## src/rtl/seg_xlat_pkg.sv

```systemverilog
package seg_xlat_pkg;
  localparam int ADDR_W  = 40;
  localparam int LOW_W   = 32;
  localparam int COORD_W = 4;
  localparam int MBITS_W = 3;
  localparam int DEV_N   = 5;
  localparam int SEL_W   = 4;

  localparam logic [SEL_W-1:0] SEL_GEOM  = SEL_W'(0);
  localparam logic [SEL_W-1:0] SEL_VALID = SEL_W'(1);
  localparam int SEL_TABLE0 = 2;

  typedef struct packed {
    logic                              enabled;
    logic [COORD_W-1:0]                origX;
    logic [COORD_W-1:0]                origY;
    logic [MBITS_W-1:0]                mx;
    logic [MBITS_W-1:0]                my;
    logic [DEV_N-1:0]                  devValid;
    logic [DEV_N-1:0][ADDR_W-1:0]      devBase;
    logic [DEV_N-1:0][ADDR_W-1:0]      devMask;
  } xlat_cfg_t;
endpackage

```

## src/rtl/xlat_ctrl.sv

```systemverilog
module xlat_ctrl
  import seg_xlat_pkg::*;
(
  input  logic              clk,
  input  logic              rstN,
  input  logic              cfgWrEn,
  input  logic [SEL_W-1:0]  cfgSel,
  input  logic [ADDR_W-1:0] cfgWrData,
  input  logic              cmdActivate,
  input  logic              cmdDeactivate,
  output xlat_cfg_t         cfg
);
  logic                         enabledQ;
  logic [COORD_W-1:0]           origXQ, origYQ;
  logic [MBITS_W-1:0]           mxQ, myQ;
  logic [DEV_N-1:0]             validQ;
  logic [DEV_N-1:0][ADDR_W-1:0] baseQ, maskQ;
  logic                         wrOk;

  assign wrOk = cfgWrEn && !enabledQ;

  // lifecycle: disabled (writable) <-> enabled (locked)
  always_ff @(posedge clk) begin
    if (!rstN)                              enabledQ <= 1'b0;
    else if (!enabledQ && cmdActivate)      enabledQ <= 1'b1;
    else if (enabledQ && cmdDeactivate)     enabledQ <= 1'b0;
  end

  always_ff @(posedge clk) begin
    if (!rstN) begin
      origXQ <= '0; origYQ <= '0; mxQ <= '0; myQ <= '0;
      validQ <= '0; baseQ <= '0; maskQ <= '0;
    end else if (wrOk) begin
      if (cfgSel == SEL_GEOM) begin
        origXQ <= cfgWrData[COORD_W-1:0];
        origYQ <= cfgWrData[2*COORD_W-1:COORD_W];
        mxQ    <= cfgWrData[8 +: MBITS_W];
        myQ    <= cfgWrData[12 +: MBITS_W];
      end
      if (cfgSel == SEL_VALID) validQ <= cfgWrData[DEV_N-1:0];
      for (int i = 0; i < DEV_N; i++) begin
        if (cfgSel == SEL_W'(SEL_TABLE0 + 2*i))     baseQ[i] <= cfgWrData;
        if (cfgSel == SEL_W'(SEL_TABLE0 + 2*i + 1)) maskQ[i] <= cfgWrData;
      end
    end
  end

  always_comb begin
    cfg.enabled  = enabledQ;
    cfg.origX    = origXQ;
    cfg.origY    = origYQ;
    cfg.mx       = mxQ;
    cfg.my       = myQ;
    cfg.devValid = validQ;
    cfg.devBase  = baseQ;
    cfg.devMask  = maskQ;
  end

  p_lock_r3: assert property (@(posedge clk) disable iff (!rstN)
    enabledQ && cfgWrEn |=> $stable({origXQ, origYQ, mxQ, myQ, validQ, baseQ, maskQ}));
  p_activate_r3: assert property (@(posedge clk) disable iff (!rstN)
    !enabledQ && cmdActivate |=> enabledQ);
  p_deactivate_r3: assert property (@(posedge clk) disable iff (!rstN)
    enabledQ && cmdDeactivate |=> !enabledQ);
endmodule

```

## src/rtl/xlat_dp.sv

```systemverilog
module xlat_dp
  import seg_xlat_pkg::*;
#(
  parameter int FIFO_DEPTH = 2
) (
  input  logic              clk,
  input  logic              rstN,
  input  xlat_cfg_t         cfg,
  input  logic              inValid,
  output logic              inReady,
  input  logic [ADDR_W-1:0] inAddr,
  output logic              outValid,
  input  logic              outReady,
  output logic [ADDR_W-1:0] outAddr,
  output logic              outExt
);
  localparam int ENTRY_W = ADDR_W + 1;
  localparam int PTR_W   = (FIFO_DEPTH > 1) ? $clog2(FIFO_DEPTH) : 1;
  localparam int CNT_W   = $clog2(FIFO_DEPTH + 1);

  // translation stage
  logic              s1Valid;
  logic [ADDR_W-1:0] s1Addr;
  logic [DEV_N-1:0]  hit;
  logic              isExt;
  logic [5:0]        shX, shY;
  logic [COORD_W-1:0] vmX, vmY, physX, physY;
  logic [ADDR_W-1:0] xlatAddr;

  generate
    for (genvar i = 0; i < DEV_N; i++) begin : g_match
      assign hit[i] = cfg.devValid[i] &&
                      ((s1Addr & cfg.devMask[i]) == cfg.devBase[i]);
    end
  endgenerate

  assign isExt = cfg.enabled && (|hit);
  assign shX   = 6'(LOW_W) - 6'(cfg.mx);
  assign shY   = 6'(LOW_W) - 6'(cfg.mx) - 6'(cfg.my);
  assign vmX   = COORD_W'(64'(s1Addr[LOW_W-1:0]) >> shX);
  assign vmY   = COORD_W'((64'(s1Addr[LOW_W-1:0]) >> shY) &
                          ((64'd1 << cfg.my) - 64'd1));
  assign physX = cfg.origX + vmX;
  assign physY = cfg.origY + vmY;

  always_comb begin
    if (!cfg.enabled || isExt) xlatAddr = s1Addr;
    else                       xlatAddr = {physX, physY, s1Addr[LOW_W-1:0]};
  end

  // output FIFO
  logic [ENTRY_W-1:0] mem [FIFO_DEPTH];
  logic [PTR_W-1:0]   wrPtr, rdPtr;
  logic [CNT_W-1:0]   count;
  logic               push, pop, room;

  assign outValid = (count != '0);
  assign pop      = outValid && outReady;
  assign room     = (count < CNT_W'(FIFO_DEPTH)) || pop;
  assign push     = s1Valid && room;
  assign inReady  = !s1Valid || push;
  assign {outExt, outAddr} = mem[rdPtr];

  always_ff @(posedge clk) begin
    if (!rstN) begin
      s1Valid <= 1'b0;
      s1Addr  <= '0;
    end else if (inValid && inReady) begin
      s1Valid <= 1'b1;
      s1Addr  <= inAddr;
    end else if (push) begin
      s1Valid <= 1'b0;
    end
  end

  always_ff @(posedge clk) begin
    if (push) mem[wrPtr] <= {isExt, xlatAddr};
  end

  always_ff @(posedge clk) begin
    if (!rstN) begin
      wrPtr <= '0; rdPtr <= '0; count <= '0;
    end else begin
      if (push) wrPtr <= (wrPtr == PTR_W'(FIFO_DEPTH-1)) ? '0 : wrPtr + 1'b1;
      if (pop)  rdPtr <= (rdPtr == PTR_W'(FIFO_DEPTH-1)) ? '0 : rdPtr + 1'b1;
      count <= count + CNT_W'(push) - CNT_W'(pop);
    end
  end

  p_accept_r7: assert property (@(posedge clk) disable iff (!rstN)
    inValid && inReady |=> s1Valid);
  p_hold_r8: assert property (@(posedge clk) disable iff (!rstN)
    outValid && !outReady |=> outValid && $stable(outAddr) && $stable(outExt));
  p_no_overflow_r8: assert property (@(posedge clk) disable iff (!rstN)
    count <= CNT_W'(FIFO_DEPTH));
  p_stall_hold_r8: assert property (@(posedge clk) disable iff (!rstN)
    s1Valid && !push |=> s1Valid && $stable(s1Addr));
endmodule

```

## src/rtl/seg_addr_xlat.sv

```systemverilog
module seg_addr_xlat
  import seg_xlat_pkg::*;
#(
  parameter int FIFO_DEPTH = 2
) (
  input  logic              clk,
  input  logic              rstN,
  input  logic              cfgWrEn,
  input  logic [SEL_W-1:0]  cfgSel,
  input  logic [ADDR_W-1:0] cfgWrData,
  input  logic              cmdActivate,
  input  logic              cmdDeactivate,
  input  logic              inValid,
  output logic              inReady,
  input  logic [ADDR_W-1:0] inAddr,
  output logic              outValid,
  input  logic              outReady,
  output logic [ADDR_W-1:0] outAddr,
  output logic              outExt
);
  xlat_cfg_t cfg;

  xlat_ctrl u_ctrl (
    .clk, .rstN, .cfgWrEn, .cfgSel, .cfgWrData,
    .cmdActivate, .cmdDeactivate, .cfg
  );

  xlat_dp #(.FIFO_DEPTH(FIFO_DEPTH)) u_dp (
    .clk, .rstN, .cfg, .inValid, .inReady, .inAddr,
    .outValid, .outReady, .outAddr, .outExt
  );
endmodule

```

## config.mk

```make
export PLATFORM = sky130hd
export DESIGN_NAME = seg_addr_xlat
export DESIGN_NICKNAME = d
export VERILOG_FILES = /design/src/rtl/seg_xlat_pkg.sv /design/src/rtl/xlat_ctrl.sv /design/src/rtl/xlat_dp.sv /design/src/rtl/seg_addr_xlat.sv
export SDC_FILE = /design/constraint.sdc
export NUM_CORES = 1
export LEC_CHECK = 0
export BUFFER_PORTS_ARGS = -buffer_cell sky130_fd_sc_hd__clkbuf_2
export CAP_MARGIN = 0
export CORE_MARGIN = 3
export CORE_UTILIZATION = 25
export CTS_BUF_LIST = sky130_fd_sc_hd__clkbuf_4 sky130_fd_sc_hd__clkbuf_8 sky130_fd_sc_hd__clkbuf_16
export DETAILED_ROUTE_END_ITERATION = 7
export SLEW_MARGIN = 5
export SYNTH_ARGS = -nofsm -noshare
export SYNTH_HDL_FRONTEND = slang
export SYNTH_SLANG_ARGS = --single-unit
```

## constraint.sdc

```tcl
create_clock -name clk -period 12.3 [get_ports clk]
set_input_delay 0.615 -clock clk [delete_from_list [all_inputs] [get_ports clk]]
set_output_delay 0.615 -clock clk [all_outputs]
set_load 0.05 [all_outputs]
```

-- Yosys cells after proc, flatten, opt, wreduce, memory -nomap -nowiden
Memory sizes are Yosys's and may differ from the RTL's. A register that Yosys moved wholly into a read port is not among the register bits.
Index checks and enable logic that the tools add are counted.
- add/subtract/negate cells: 9
- magnitude comparators: 1
- eq/ne operators: 16
- shift operators: 3
- muxes and demuxes: 11
- bitwise operators: 6
- reductions and logical operators: 34
- operators by type and width (kind ; number):
    $and 40x40->40 ; 5
    $eq 40x40->1 ; 5
    $shr 32x6->4 ; 2
    $mux 40 ; 1
    $reduce_and 2->1 ; 12
    $eq 4x3->1 const B ; 4
    $eq 4x4->1 const B ; 4
    $logic_and 1x1->1 ; 12
    $mux 1 ; 10
    $add 4x4->4 ; 2
    $eq 4x2->1 const B ; 2
    $reduce_bool 2->1 ; 3
    $sub 6x3->6 ; 1
    $sub 6x3->6 const A ; 1
    $reduce_or 5->1 ; 1
    $and 4x4->4 ; 1
    $eq 4x1->1 const B ; 1
    $logic_not 4->1 ; 1
    $shl 1x3->4 const A ; 1
    $sub 4x1->4 const B ; 1
    $logic_or 1x1->1 ; 3
    $add 1x1->1 const B ; 2
    $add 2x1->2 ; 1
    $logic_not 1->1 ; 2
    2 further kinds ; 2
- register bits: 465
- RAM bits: 82
- memories kept: 1
- memories (name ; depth ; bits a word ; rd ports ; clocked after memory_dff ; wr ports ; line ; text):
    u_dp.mem ; 2 ; 41 ; 1 ; 1 ; 1 ; xlat_dp.sv:52 ; logic [ENTRY_W-1:0] mem [FIFO_DEPTH];

-- Longest topological paths before layout
- depth in word-level cells: 7
- depth in mapped cells: 20
- gate-level depth less buffers: 17

-- Hierarchy
From an unflattened synthesis, not the netlist that was laid out.
- cells, all modules: 2485
- area, all modules: 24782.5 um^2
- modules (own cells, without submodules) (module ; instances ; cells an instance ; area each (um^2) ; seq. area each (um^2)):
    xlat_ctrl ; 1 ; 1428 ; 15011.9 ; 8408.1
    xlat_dp ; 1 ; 1057 ; 9770.6 ; 3383.2

-- Worst setup path after synthesis
Ideal clock, no wire load.
- kind: register to register
- start: register u_ctrl.mxQ[0]
- end: memory u_dp.mem[0][35] in the netlist's numbering, data pin
- arrival time: 4215 ps
- setup slack: 7822 ps
- stages on the path, launching flop included: 21
- path buffers: 3
- path through: dfxtp_1 > buf_4 > inv_1 > ha_1 > ha_1 > ha_1 > buf_6 > and3b_1 > nor3_4 > nor2_4 > buf_6 > mux4_1 > nand3_1 > and4_1 > a2111oi_1 > ha_1 > a21o_1 > a21oi_1 > xnor2_1 > xnor2_1 > mux2_2
- cells in the longest elaborated chain, start to end: 6
- ends and longest elaborated chain (item ; line ; text):
    from (decl) ; xlat_ctrl.sv:15 ; logic [MBITS_W-1:0] mxQ, myQ;
    from (signal assigned) ; xlat_ctrl.sv:37 ; mxQ <= cfgWrData[8 +: MBITS_W];
    $sub 6x3->6 (2 in a row) ; xlat_dp.sv:39 ; assign shY = 6'(LOW_W) - 6'(cfg.mx) - 6'(cfg.my);
    $shr 32x6->4 ; xlat_dp.sv:41 ; assign vmY = COORD_W'((64'(s1Addr[LOW_W-1:0]) >> shY) &
    $and 4x4->4 ; xlat_dp.sv:41 ;
    $add 4x4->4 ; xlat_dp.sv:44 ; assign physY = cfg.origY + vmY;
    $mux 40 ; xlat_dp.sv:47 ; if (!cfg.enabled || isExt) xlatAddr = s1Addr;
    net u_dp.xlatAddr[35] ; xlat_dp.sv:28 ; logic [ADDR_W-1:0] xlatAddr;
    to (decl) ; xlat_dp.sv:52 ;
The timed path passes the listed nets, and every way through them passes these cells.

-- Worst setup path in the final report
- start: register u_ctrl.mxQ[0]
- end: memory u_dp.mem[1][35] in the netlist's numbering, data pin
Same word-level chain as after synthesis.

==> impl_metrics.env <==
export IMPL_outcome="finished clean"
export IMPL_drt_initial_drc_count=1785
export IMPL_yosysWarnings=0
export IMPL_p_int_uw=3220
export IMPL_clk_path_buf_depth=3
export IMPL_netlist_area_mm2=0.0255
export IMPL_die_y_um=326
export IMPL_peakVddDrop_v=0.0000838
export IMPL_pwr_share_clk=0.452
export IMPL_critPathLaunch="u_ctrl.mxQ[0]"
export IMPL_wire_per_inst_um=20.3
export IMPL_ant_nets=0
export IMPL_worstPathArrival_ps=6450
export IMPL_drcViolationCount=0
export IMPL_fmax_ghz=0.164
export IMPL_fill_cells=10700
export IMPL_syn_instance_count=2978
export IMPL_finalClockSkew_ps=32.8
export IMPL_rsz0062_at_grt="no"
export IMPL_start_kind="register"
export IMPL_drive_above_1_share=0.132
export IMPL_synth_nets=3085
export IMPL_cp_max_fo=26
export IMPL_synth_flop_cell="dfxtp_1"
export IMPL_syn2layout_area_growth_pct=15.8
export IMPL_tightest_slew_ps=1220
export IMPL_p_switching_uw=1220
export IMPL_power_density_mw_per_mm2=150
export IMPL_die_area_mm2=0.106
export IMPL_yosysSeqAreaShare=0.462
export IMPL_syn_avg_cell_area_um2=8.58
export IMPL_cts_htree_levels=3
export IMPL_ctsHoldBuffers=0
export IMPL_gp_congestion=0.848
export IMPL_clockRootBuffer="clkbuf_16"
export IMPL_p_seq_frac=0.430
export IMPL_fp_dieW_um=326
export IMPL_grt_max_degree=136
export IMPL_start_util=0.254
export IMPL_numCtsBuffers=67
export IMPL_multiInputGateArea_mm2=0.0127
export IMPL_port_buffers=133
export IMPL_post_cts_buffers=0
export IMPL_fin_nets=3079
export IMPL_required_ps=12670
export IMPL_core_area_mm2=0.101
export IMPL_antenna_found_initial=16
export IMPL_setup_viol=0
export IMPL_grt_pass1_wl_mm=131
export IMPL_comb_power_share=0.118
export IMPL_period_share=0.495
export IMPL_firstDrtPassIters=5
export IMPL_switching_share=0.274
export IMPL_hold_viol_final=0
export IMPL_gr_total_overflow=0
export IMPL_dp_hpwl_mm=57.5
export IMPL_fin_util=0.294
export IMPL_synthArstFlopShare=0
export IMPL_clkLatencyLatePin_ps=620
export IMPL_numClockSinks=548
export IMPL_track_usage=0.164
export IMPL_routed_via_density=4.70
export IMPL_regArea_mm2=0.0118
export IMPL_r2r_start="u_ctrl.mxQ[0]"
export IMPL_grt_pass1_vias=19500
export IMPL_hold_class="in -> reg"
export IMPL_max_slew_margin_rel=0.187
export IMPL_wl_mm=89.3
export IMPL_cts_tree="done"
export IMPL_slew_violations=0
export IMPL_ios=134
export IMPL_fin_crit_ps=6090
export IMPL_leakage_uw=0.0101
export IMPL_end_kind="register"
export IMPL_drv_cap=0
export IMPL_synth_edf_count=82
export IMPL_clk_pin_slew_ps=60
export IMPL_worst_setup_path_type="reg -> reg"
export IMPL_synth_seq_cells=548
export IMPL_post_cts_resized=0
export IMPL_min_delay_start="cmdActivate"
export IMPL_synth_cell_type_count=65
export IMPL_rows=116
export IMPL_vias=20600
export IMPL_tns_ps=0
==> final timing paths <==
check / to / slack [ps] / depth (start not counted)
max: u_dp.mem[1][35] / 6210 / 16
min: u_ctrl.enabledQ / 220 / 2
max reg2reg: u_dp.mem[1][35] / 6210 / 16
min reg2reg: u_ctrl.cfg[48] / 460 / 2
==> worst max-delay path, cell delays in order (launching register included) <==
cell and delay, ps:
dfxtp_1 940, inv_1 350, ha_1 990, ha_1 390
nand3b_1 290, a21oi_4 120, nor2_4 370, mux4_1 330
nand3_1 80, and4_1 220, a2111oi_1 510, ha_1 350
a21o_1 170, a21oi_1 180, xnor2_1 160, xnor2_1 90
mux2_2 270
==> cell usage after synthesis (all sizes together), types with 13 or more instances <==
master  count  share of area
a21oi      37         0.0078
mux4       17          0.015
mux2       52          0.023
dfxtp     466           0.37
ha         13         0.0064
nor4       16         0.0039
a21boi    475           0.14
inv        16         0.0024
xor2      131          0.045
nand4      41          0.010
a21o       15         0.0044
xnor2      23         0.0079
a211oi     19         0.0056
mux2i      34          0.013
edfxtp     82          0.096
buf        27         0.0060
clkbuf    227          0.033
nand2    1094           0.16
and3b      16         0.0055
and3       27         0.0066
and2       13         0.0032
nand3      31         0.0061
==> cell usage in the layout, fill, tap and decap left out, types with 8 or more instances in the layout <==
master     synthesis  final
nand2_1         1094   1090
a21boi_0         475    475
dfxtp_1          466    465
clkbuf_2           0    132
xor2_1           130    130
edfxtp_1          82     82
clkbuf_16          0     73
mux2_2            52     52
buf_4              2     46
nand4_1           40     40
a21oi_1           35     35
mux2i_1           34     34
nand3_1           31     28
xnor2_1           23     23
and3_1            27     23
a211oi_1          19     19
clkbuf_4           0     19
inv_1             16     16
nor4_1            16     16
and3b_1           16     16
a21o_1            15     15
mux4_2            14     14
ha_1              13     13
o21ai_0           12     12
clkinv_2           0     12
nor2_1            11     10
o22a_1            10     10
and2_2             0      8
==> layout make-up <==
type | instances | share of cell area
antenna | 7 | 0.000592
clock buffer | 99 | 0.0698
clock inverter | 23 | 0.00655
inverter | 16 | 0.00203
multi-input combinational | 2160 | 0.431
sequential | 548 | 0.399
tap | 1357 | 0.0574
timing repair buffer | 179 | 0.0345
==> layer usage <==
metal | part of all wire | GRT usage | up-vias
met5 | 0.00091 | 0 | -
met4 | 0.035 | 0.0596 | 12
li1 | - | - | 9894
met1 | 0.43 | 0.215 | 9911
met2 | 0.46 | 0.266 | 681
met3 | 0.072 | 0.0337 | 133
==> cell families after synthesis <==
| family | Yosys count | share of synthesized area |
|---|---|---|
| AO/OA/AOI/OAI | 598 | 0.174 |
| XOR/XNOR | 154 | 0.0531 |
| flip-flops | 548 | 0.462 |
| AND/OR/NAND/NOR | 1289 | 0.210 |
| adder cells (fa/ha/maj) | 16 | 0.00872 |
| buffers and inverters | 270 | 0.0417 |
| multiplexers | 103 | 0.0517 |
==> registers in the layout (all words and copies together) (netlist names), 2 cells and up, named ones only <==
signal,flops
u_ctrl.origXQ,4
u_ctrl.origYQ,4
u_ctrl.validQ,5
u_ctrl.myQ,3
u_ctrl.mxQ,3
u_dp.count,2
u_dp.s1Addr,40
u_ctrl.cfg,400
u_dp.mem,82
==> power groups by stage <==
stage	sequential, µW	combinational [µW]	clock (µW)
final	1900	524	2010
after global placement	1940	525	0
after floorplan	1920	366	0
after global routing	1910	557	2120
after CTS	1900	531	2040
after detailed placement	1940	529	0
==> metrics by stage <==
step,total power [µW],cell area [µm²],std cells,setup WS [ps],hold WS (ps)
after floorplan,2290,25500,2978,7820,420
after global placement,2470,27300,4260,6270,451
after detailed placement,2470,27300,4260,6190,458
after CTS,4480,29600,4382,6170,200
after global routing,4580,29600,4382,5680,220
final,4430,29600,4389,6210,222
No activity file was read; power rests on OpenSTA's default activity.
